## src/rtl/reglist_pkg.sv

```systemverilog
package reglist_pkg;
  localparam logic [1:0] HA_PTR  = 2'd0;
  localparam logic [1:0] HA_CNT  = 2'd1;
  localparam logic [1:0] HA_STAT = 2'd2;

  localparam int ST_PEND  = 0;
  localparam int ST_START = 1;
  localparam int ST_END   = 2;

  typedef enum logic [2:0] {
    SQ_IDLE,
    SQ_REQ,
    SQ_RSP,
    SQ_WR,
    SQ_WAIT
  } seq_state_e;
endpackage

```

## src/rtl/reglist_host_regs.sv

```systemverilog
module reglist_host_regs
  import reglist_pkg::*;
#(
  parameter int AW    = 32,
  parameter int CNT_W = 8
) (
  input  logic             clk,
  input  logic             rst_n,
  input  logic             wr_en,
  input  logic [1:0]       wr_addr,
  input  logic [31:0]      wr_data,
  input  logic [1:0]       rd_addr,
  output logic [31:0]      rd_data,
  input  logic             latch_i,
  input  logic             start_pulse_i,
  input  logic             frame_end_i,
  output logic [AW-1:0]    stg_ptr_o,
  output logic [CNT_W-1:0] stg_cnt_o,
  output logic             pend_o,
  output logic             irq_start_o,
  output logic             irq_end_o
);
  logic ptr_wr, cnt_wr, stat_wr;

  assign ptr_wr  = wr_en && (wr_addr == HA_PTR);
  assign cnt_wr  = wr_en && (wr_addr == HA_CNT);
  assign stat_wr = wr_en && (wr_addr == HA_STAT);

  always_ff @(posedge clk or negedge rst_n) begin
    if (!rst_n) begin
      stg_ptr_o   <= '0;
      stg_cnt_o   <= '0;
      pend_o      <= 1'b0;
      irq_start_o <= 1'b0;
      irq_end_o   <= 1'b0;
    end else begin
      if (ptr_wr) stg_ptr_o <= wr_data[AW-1:0];
      if (cnt_wr) stg_cnt_o <= wr_data[CNT_W-1:0];
      if (ptr_wr)       pend_o <= 1'b1;
      else if (latch_i) pend_o <= 1'b0;
      if (start_pulse_i) irq_start_o <= 1'b1;
      else if (stat_wr && wr_data[ST_START]) irq_start_o <= 1'b0;
      if (frame_end_i) irq_end_o <= 1'b1;
      else if (stat_wr && wr_data[ST_END]) irq_end_o <= 1'b0;
    end
  end

  always_comb begin
    rd_data = '0;
    case (rd_addr)
      HA_PTR:  rd_data[AW-1:0] = stg_ptr_o;
      HA_CNT:  rd_data[CNT_W-1:0] = stg_cnt_o;
      HA_STAT: begin
        rd_data[ST_PEND]  = pend_o;
        rd_data[ST_START] = irq_start_o;
        rd_data[ST_END]   = irq_end_o;
      end
      default: rd_data = '0;
    endcase
  end
endmodule

```

## src/rtl/reglist_fetch_seq.sv

```systemverilog
module reglist_fetch_seq
  import reglist_pkg::*;
#(
  parameter int AW    = 32,
  parameter int RW    = 32,
  parameter int DW    = 32,
  parameter int CNT_W = 8
) (
  input  logic             clk,
  input  logic             rst_n,
  input  logic             frame_end_i,
  input  logic             frame_start_i,
  input  logic             pend_i,
  input  logic [AW-1:0]    stg_ptr_i,
  input  logic [CNT_W-1:0] stg_cnt_i,
  output logic             latch_o,
  output logic             start_pulse_o,
  output logic             req_valid_o,
  input  logic             req_ready_i,
  output logic [AW-1:0]    req_addr_o,
  input  logic             rsp_valid_i,
  output logic             rsp_ready_o,
  input  logic [RW+DW-1:0] rsp_data_i,
  output logic             wr_valid_o,
  input  logic             wr_ready_i,
  output logic [RW-1:0]    wr_addr_o,
  output logic [DW-1:0]    wr_data_o
);
  localparam int ENTRY_SHIFT = $clog2((RW + DW) / 8);

  seq_state_e       state_q;
  logic [AW-1:0]    work_ptr_q;
  logic [CNT_W-1:0] work_cnt_q;
  logic             have_list_q;
  logic [CNT_W-1:0] idx_q;
  logic [RW-1:0]    ent_addr_q;
  logic [DW-1:0]    ent_data_q;
  logic [CNT_W:0]   idx_inc;
  logic [CNT_W-1:0] cnt_next;
  logic             have_next;

  assign idx_inc   = {1'b0, idx_q} + 1'b1;
  assign latch_o   = (state_q == SQ_IDLE) && frame_end_i && pend_i;
  assign have_next = have_list_q || pend_i;
  assign cnt_next  = pend_i ? stg_cnt_i : work_cnt_q;

  assign start_pulse_o = (state_q == SQ_WAIT) && frame_start_i;
  assign req_valid_o   = (state_q == SQ_REQ);
  assign req_addr_o    = work_ptr_q + (AW'(idx_q) << ENTRY_SHIFT);
  assign rsp_ready_o   = (state_q == SQ_RSP);
  assign wr_valid_o    = (state_q == SQ_WR);
  assign wr_addr_o     = ent_addr_q;
  assign wr_data_o     = ent_data_q;

  always_ff @(posedge clk or negedge rst_n) begin
    if (!rst_n) begin
      state_q     <= SQ_IDLE;
      work_ptr_q  <= '0;
      work_cnt_q  <= '0;
      have_list_q <= 1'b0;
      idx_q       <= '0;
      ent_addr_q  <= '0;
      ent_data_q  <= '0;
    end else begin
      case (state_q)
        SQ_IDLE: if (frame_end_i) begin
          if (pend_i) begin
            work_ptr_q  <= stg_ptr_i;
            work_cnt_q  <= stg_cnt_i;
            have_list_q <= 1'b1;
          end
          idx_q <= '0;
          if (have_next && (cnt_next != '0)) state_q <= SQ_REQ;
          else                               state_q <= SQ_WAIT;
        end
        SQ_REQ: if (req_ready_i) state_q <= SQ_RSP;
        SQ_RSP: if (rsp_valid_i) begin
          ent_addr_q <= rsp_data_i[RW+DW-1:DW];
          ent_data_q <= rsp_data_i[DW-1:0];
          state_q    <= SQ_WR;
        end
        SQ_WR: if (wr_ready_i) begin
          idx_q <= idx_inc[CNT_W-1:0];
          if (idx_inc == {1'b0, work_cnt_q}) state_q <= SQ_WAIT;
          else                               state_q <= SQ_REQ;
        end
        SQ_WAIT: if (frame_start_i) state_q <= SQ_IDLE;
        default: state_q <= SQ_IDLE;
      endcase
    end
  end
endmodule

```

## src/rtl/frame_reglist_loader.sv

```systemverilog
module frame_reglist_loader
  import reglist_pkg::*;
#(
  parameter int AW    = 32,
  parameter int RW    = 32,
  parameter int DW    = 32,
  parameter int CNT_W = 8
) (
  input  logic             clk,
  input  logic             rst_n,
  input  logic             hst_wr_en,
  input  logic [1:0]       hst_wr_addr,
  input  logic [31:0]      hst_wr_data,
  input  logic [1:0]       hst_rd_addr,
  output logic [31:0]      hst_rd_data,
  input  logic             frame_end_evt,
  input  logic             frame_start_evt,
  output logic             mem_req_valid,
  input  logic             mem_req_ready,
  output logic [AW-1:0]    mem_req_addr,
  input  logic             mem_rsp_valid,
  output logic             mem_rsp_ready,
  input  logic [RW+DW-1:0] mem_rsp_data,
  output logic             cfg_wr_valid,
  input  logic             cfg_wr_ready,
  output logic [RW-1:0]    cfg_wr_addr,
  output logic [DW-1:0]    cfg_wr_data,
  output logic             irq_frame_start,
  output logic             irq_frame_end
);
  logic             latch;
  logic             start_pulse;
  logic             pend;
  logic [AW-1:0]    stg_ptr;
  logic [CNT_W-1:0] stg_cnt;

  reglist_host_regs #(.AW(AW), .CNT_W(CNT_W)) u_regs (
    .clk(clk), .rst_n(rst_n),
    .wr_en(hst_wr_en), .wr_addr(hst_wr_addr), .wr_data(hst_wr_data),
    .rd_addr(hst_rd_addr), .rd_data(hst_rd_data),
    .latch_i(latch), .start_pulse_i(start_pulse), .frame_end_i(frame_end_evt),
    .stg_ptr_o(stg_ptr), .stg_cnt_o(stg_cnt), .pend_o(pend),
    .irq_start_o(irq_frame_start), .irq_end_o(irq_frame_end)
  );

  reglist_fetch_seq #(.AW(AW), .RW(RW), .DW(DW), .CNT_W(CNT_W)) u_seq (
    .clk(clk), .rst_n(rst_n),
    .frame_end_i(frame_end_evt), .frame_start_i(frame_start_evt),
    .pend_i(pend), .stg_ptr_i(stg_ptr), .stg_cnt_i(stg_cnt),
    .latch_o(latch), .start_pulse_o(start_pulse),
    .req_valid_o(mem_req_valid), .req_ready_i(mem_req_ready), .req_addr_o(mem_req_addr),
    .rsp_valid_i(mem_rsp_valid), .rsp_ready_o(mem_rsp_ready), .rsp_data_i(mem_rsp_data),
    .wr_valid_o(cfg_wr_valid), .wr_ready_i(cfg_wr_ready),
    .wr_addr_o(cfg_wr_addr), .wr_data_o(cfg_wr_data)
  );
endmodule

```

## config.mk

```make
export PLATFORM = sky130hd
export DESIGN_NAME = frame_reglist_loader
export DESIGN_NICKNAME = d
export VERILOG_FILES = /design/src/rtl/reglist_pkg.sv /design/src/rtl/reglist_host_regs.sv /design/src/rtl/reglist_fetch_seq.sv /design/src/rtl/frame_reglist_loader.sv
export SDC_FILE = /design/constraint.sdc
export NUM_CORES = 1
export LEC_CHECK = 0
export BUFFER_PORTS_ARGS = -buffer_cell sky130_fd_sc_hd__buf_2
export CAP_MARGIN = 20
export CORE_MARGIN = 2
export CORE_UTILIZATION = 55
export CTS_CLUSTER_SIZE = 30
export DETAILED_ROUTE_END_ITERATION = 7
export GPL_ROUTABILITY_DRIVEN = 0
export PLACE_DENSITY = 0.82
export SETUP_SLACK_MARGIN = 0.2
export SYNTH_ARGS = -nofsm -noshare
export SYNTH_HDL_FRONTEND = slang
export SYNTH_SLANG_ARGS = --single-unit
export TNS_END_PERCENT = 100
```

## constraint.sdc

```tcl
create_clock -name clk -period 5.4 [get_ports clk]
set_clock_uncertainty 0.15 [all_clocks]
set_input_delay 0.27 -clock clk [delete_from_list [all_inputs] [get_ports clk]]
set_output_delay 0.27 -clock clk [all_outputs]
set_load 0.05 [all_outputs]
```

==> results.json <==
{
  "status": "complete, no violations",
  "finalNetCount": 1027,
  "setup_viol": 0,
  "wl_per_cell_um": 19.65,
  "finalMaxSlewViolations": 0,
  "grt_pass1_vias": 6669,
  "async_reset_ff_share_pct": 100.0,
  "layout.cells.non_filler": 1100,
  "cp_max_fo": 11,
  "rows": 42,
  "critPathCaptureType": "output port",
  "hold_path.class": "in2reg",
  "dieHeight_um": 120.3,
  "die_w_um": 120.3,
  "via_count": 6025,
  "cts_buffer_depth": 2,
  "core_mm2": 0.01324,
  "fin_area_mm2": 0.01036,
  "antenna_left": 0,
  "dp_hpwl_um": 13050,
  "reg2reg_slack_ns": 2.69,
  "ys_seq_area_share_pct": 53.49,
  "path_clk_slew_ns": 0.06,
  "die_area_mm2": 0.01447,
  "drtIter0Drc": 330,
  "post-place-ws_ns": 2.118,
  "placed_cell_area_mm2": 0.008742,
  "route.detailed.drc": 0,
  "final_util_pct": 78.20,
  "synthesis.nets": 691,
  "placedCellCount": 965,
  "crit_chain": "ha_1 > fa_1 > a21o_1 > a21oi_1 > o21bai_1 > o41a_1 > nor4b_2 > xor2_1 > buf_2",
  "crit_type": "reg2out",
  "power_density_mw_per_mm2": 626.3,
  "grt_max_degree": 100,
  "hold_violations": 0,
  "tightest_slew_ns": 1.036,
  "finalPower_mw": 6.486,
  "slowest_stage": "o41a_1",
  "synth_top_flop_cell": "dfrtp_1",
  "slew_headroom_pct": 30.71,
  "cts_tree": "yes",
  "synth.distinct_cells": 56,
  "mostFrequentLayoutCell": "buf_2",
  "fin_ws_ns": 1.633,
  "min_period_over_period_pct": 69.77,
  "wirelength_um": 21610,
  "cp.buffers_inverters": 1,
  "track_usage_pct": 30.67,
  "clock_sinks": 159,
  "drive_gt1_share_pct": 44.41,
  "drv_cap": 0,
  "ys_seq_elements": 159,
  "synth_edf_count": 0,
  "min_path_cells": 4,
  "htree_levels": 4,
  "antenna_found_initial": 3,
  "start_kind": "flop",
  "via_per_inst": 5.477,
  "io_buffers": 240,
  "ir_worst_vdd_v": 0.0006144,
  "cts_root_buffer": "clkbuf_16",
  "dr.pass1.iters": 4,
  "areaGrowthSynthToFinish_pct": 39.23,
  "final_cell_mix": "239 x buf_2, 159 x dfrtp_1, 121 x mux2_2",
  "crit_required_ns": 4.98,
  "slowest_delay_ns": 0.52,
  "grt_pass1_wl_um": 34220,
  "synthesis.area_mm2": 0.007438,
  "clk_latency_ns": 0.41,
  "yosysWarnings": 0,
  "grt_overflow_total": 0,
  "path_depth": 9,
  "postSynthAreaPerCell_um2": 12.98,
  "max_freq_mhz": 265.4,
  "period_needed_ns": 3.767,
  "initial_core_util_pct": 56.17,
  "whs_ns": 0.1819,
  "r2r_cells": 5,
  "cp_data_arrival_time_ns": 3.35,
  "final.setup.tns_ns": 0,
  "rsz0062_at_grt": "no",
  "cts_buffers": 17,
  "power.leakage_nw": 4.905,
  "synth_cells": 573,
  "cp_top_family": "compound AO/OA/AOI/OAI gates",
  "io_pins": 241,
  "cts_setup_buffers": 0
}
-- cells in the mapped netlist, drive strengths merged (9+ instances only) --
cell type | count | area, um2
buf | 21 | 137.6
xnor2 | 22 | 192.7
xor2 | 14 | 122.6
o21ai | 17 | 85.08
dfrtp | 159 | 3979
and2 | 25 | 156.4
nand3 | 14 | 87.59
ha | 9 | 112.6
nand2 | 24 | 95.09
nor2 | 20 | 82.58
mux2i | 12 | 120.1
mux2 | 146 | 1644
-- path summary, 6_finish.rpt --
| kind | start | to |
|---|---|---|
| setup reg to reg | u_seq.state_q[1] | u_seq.work_ptr_q[10] |
| min in group asynchronous | rst_n | u_seq.work_ptr_q[17] |
| max in group asynchronous | rst_n | u_seq.wr_addr_o[8] |
| hold / removal | hst_wr_en | u_regs.irq_end_o |
| hold reg to reg | u_seq.have_list_q | u_seq.have_list_q |
| setup / recovery | u_seq.idx_q[0] | mem_req_addr[31] |
-- routing by layer --
metal  part of all wire (%)  wire length [um]  up-vias  global-route usage [%]
met3                    6.4              1376       72                   7.972
met4                    3.8               828        2                   14.32
met5                  0.032                 7        -                       0
met2                     53             11440      255                   54.33
met1                     37              7958     2989                   34.60
li1                       -                 -     2707                       -
-- worst reg2reg max path: cells and delay by family (launching register included) --
kind / cells / cell delay [ns]
AND/OR/NAND/NOR: 3 / 1.26
multiplexers: 1 / 0.59
flip-flops: 1 / 0.48
buffers and inverters: 1 / 0.10
-- cells by family (layout without fill, tap and decap cells) --
family                   Yosys count  count (layout)  synth area share (%)
XOR/XNOR                          36              36                 4.239
buffers and inverters             35             383                 2.573
other                              0               3                     0
adder cells (fa/ha/maj)           10              10                 1.783
multiplexers                     158             158                 23.72
AO/OA/AOI/OAI                     47              47                 4.054
AND/OR/NAND/NOR                  128             128                 10.14
flip-flops                       159             159                 53.49
-- cell type report --
cell class | instances | area, um2
sequential | 159 | 3979
multi-input combinational | 379 | 3279
fill | 807 | 2887
timing repair buffer | 345 | 2248
clock buffer | 18 | 429.2
tap | 176 | 220.2
clock inverter | 13 | 166.4
inverter | 7 | 26.28
antenna | 3 | 7.507
-- sequential cells by signal, indices dropped and copies added, names as in the netlist --
register	cells
u_seq.state_q	3
u_seq.wr_data_o	32
u_regs.irq_end_o	1
u_regs.irq_start_o	1
u_seq.idx_q	8
u_regs.stg_ptr_o	32
u_seq.wr_addr_o	32
u_seq.work_ptr_q	32
u_regs.stg_cnt_o	8
u_seq.have_list_q	1
u_regs.pend_o	1
u_seq.work_cnt_q	8
-- report_power, final --
group          switching (mW)  internal [mW]
logic                    2.20          0.968
clock network           0.488          0.727
registers               0.431           1.67
-- what timing repair did --
action,4_1_cts,5_1_grt
hold buffers,101,0
endpoints found under the setup margin,0,0
resized for setup,0,0
endpoints found under the hold margin,205,0
(Power assumes the default switching activity.)
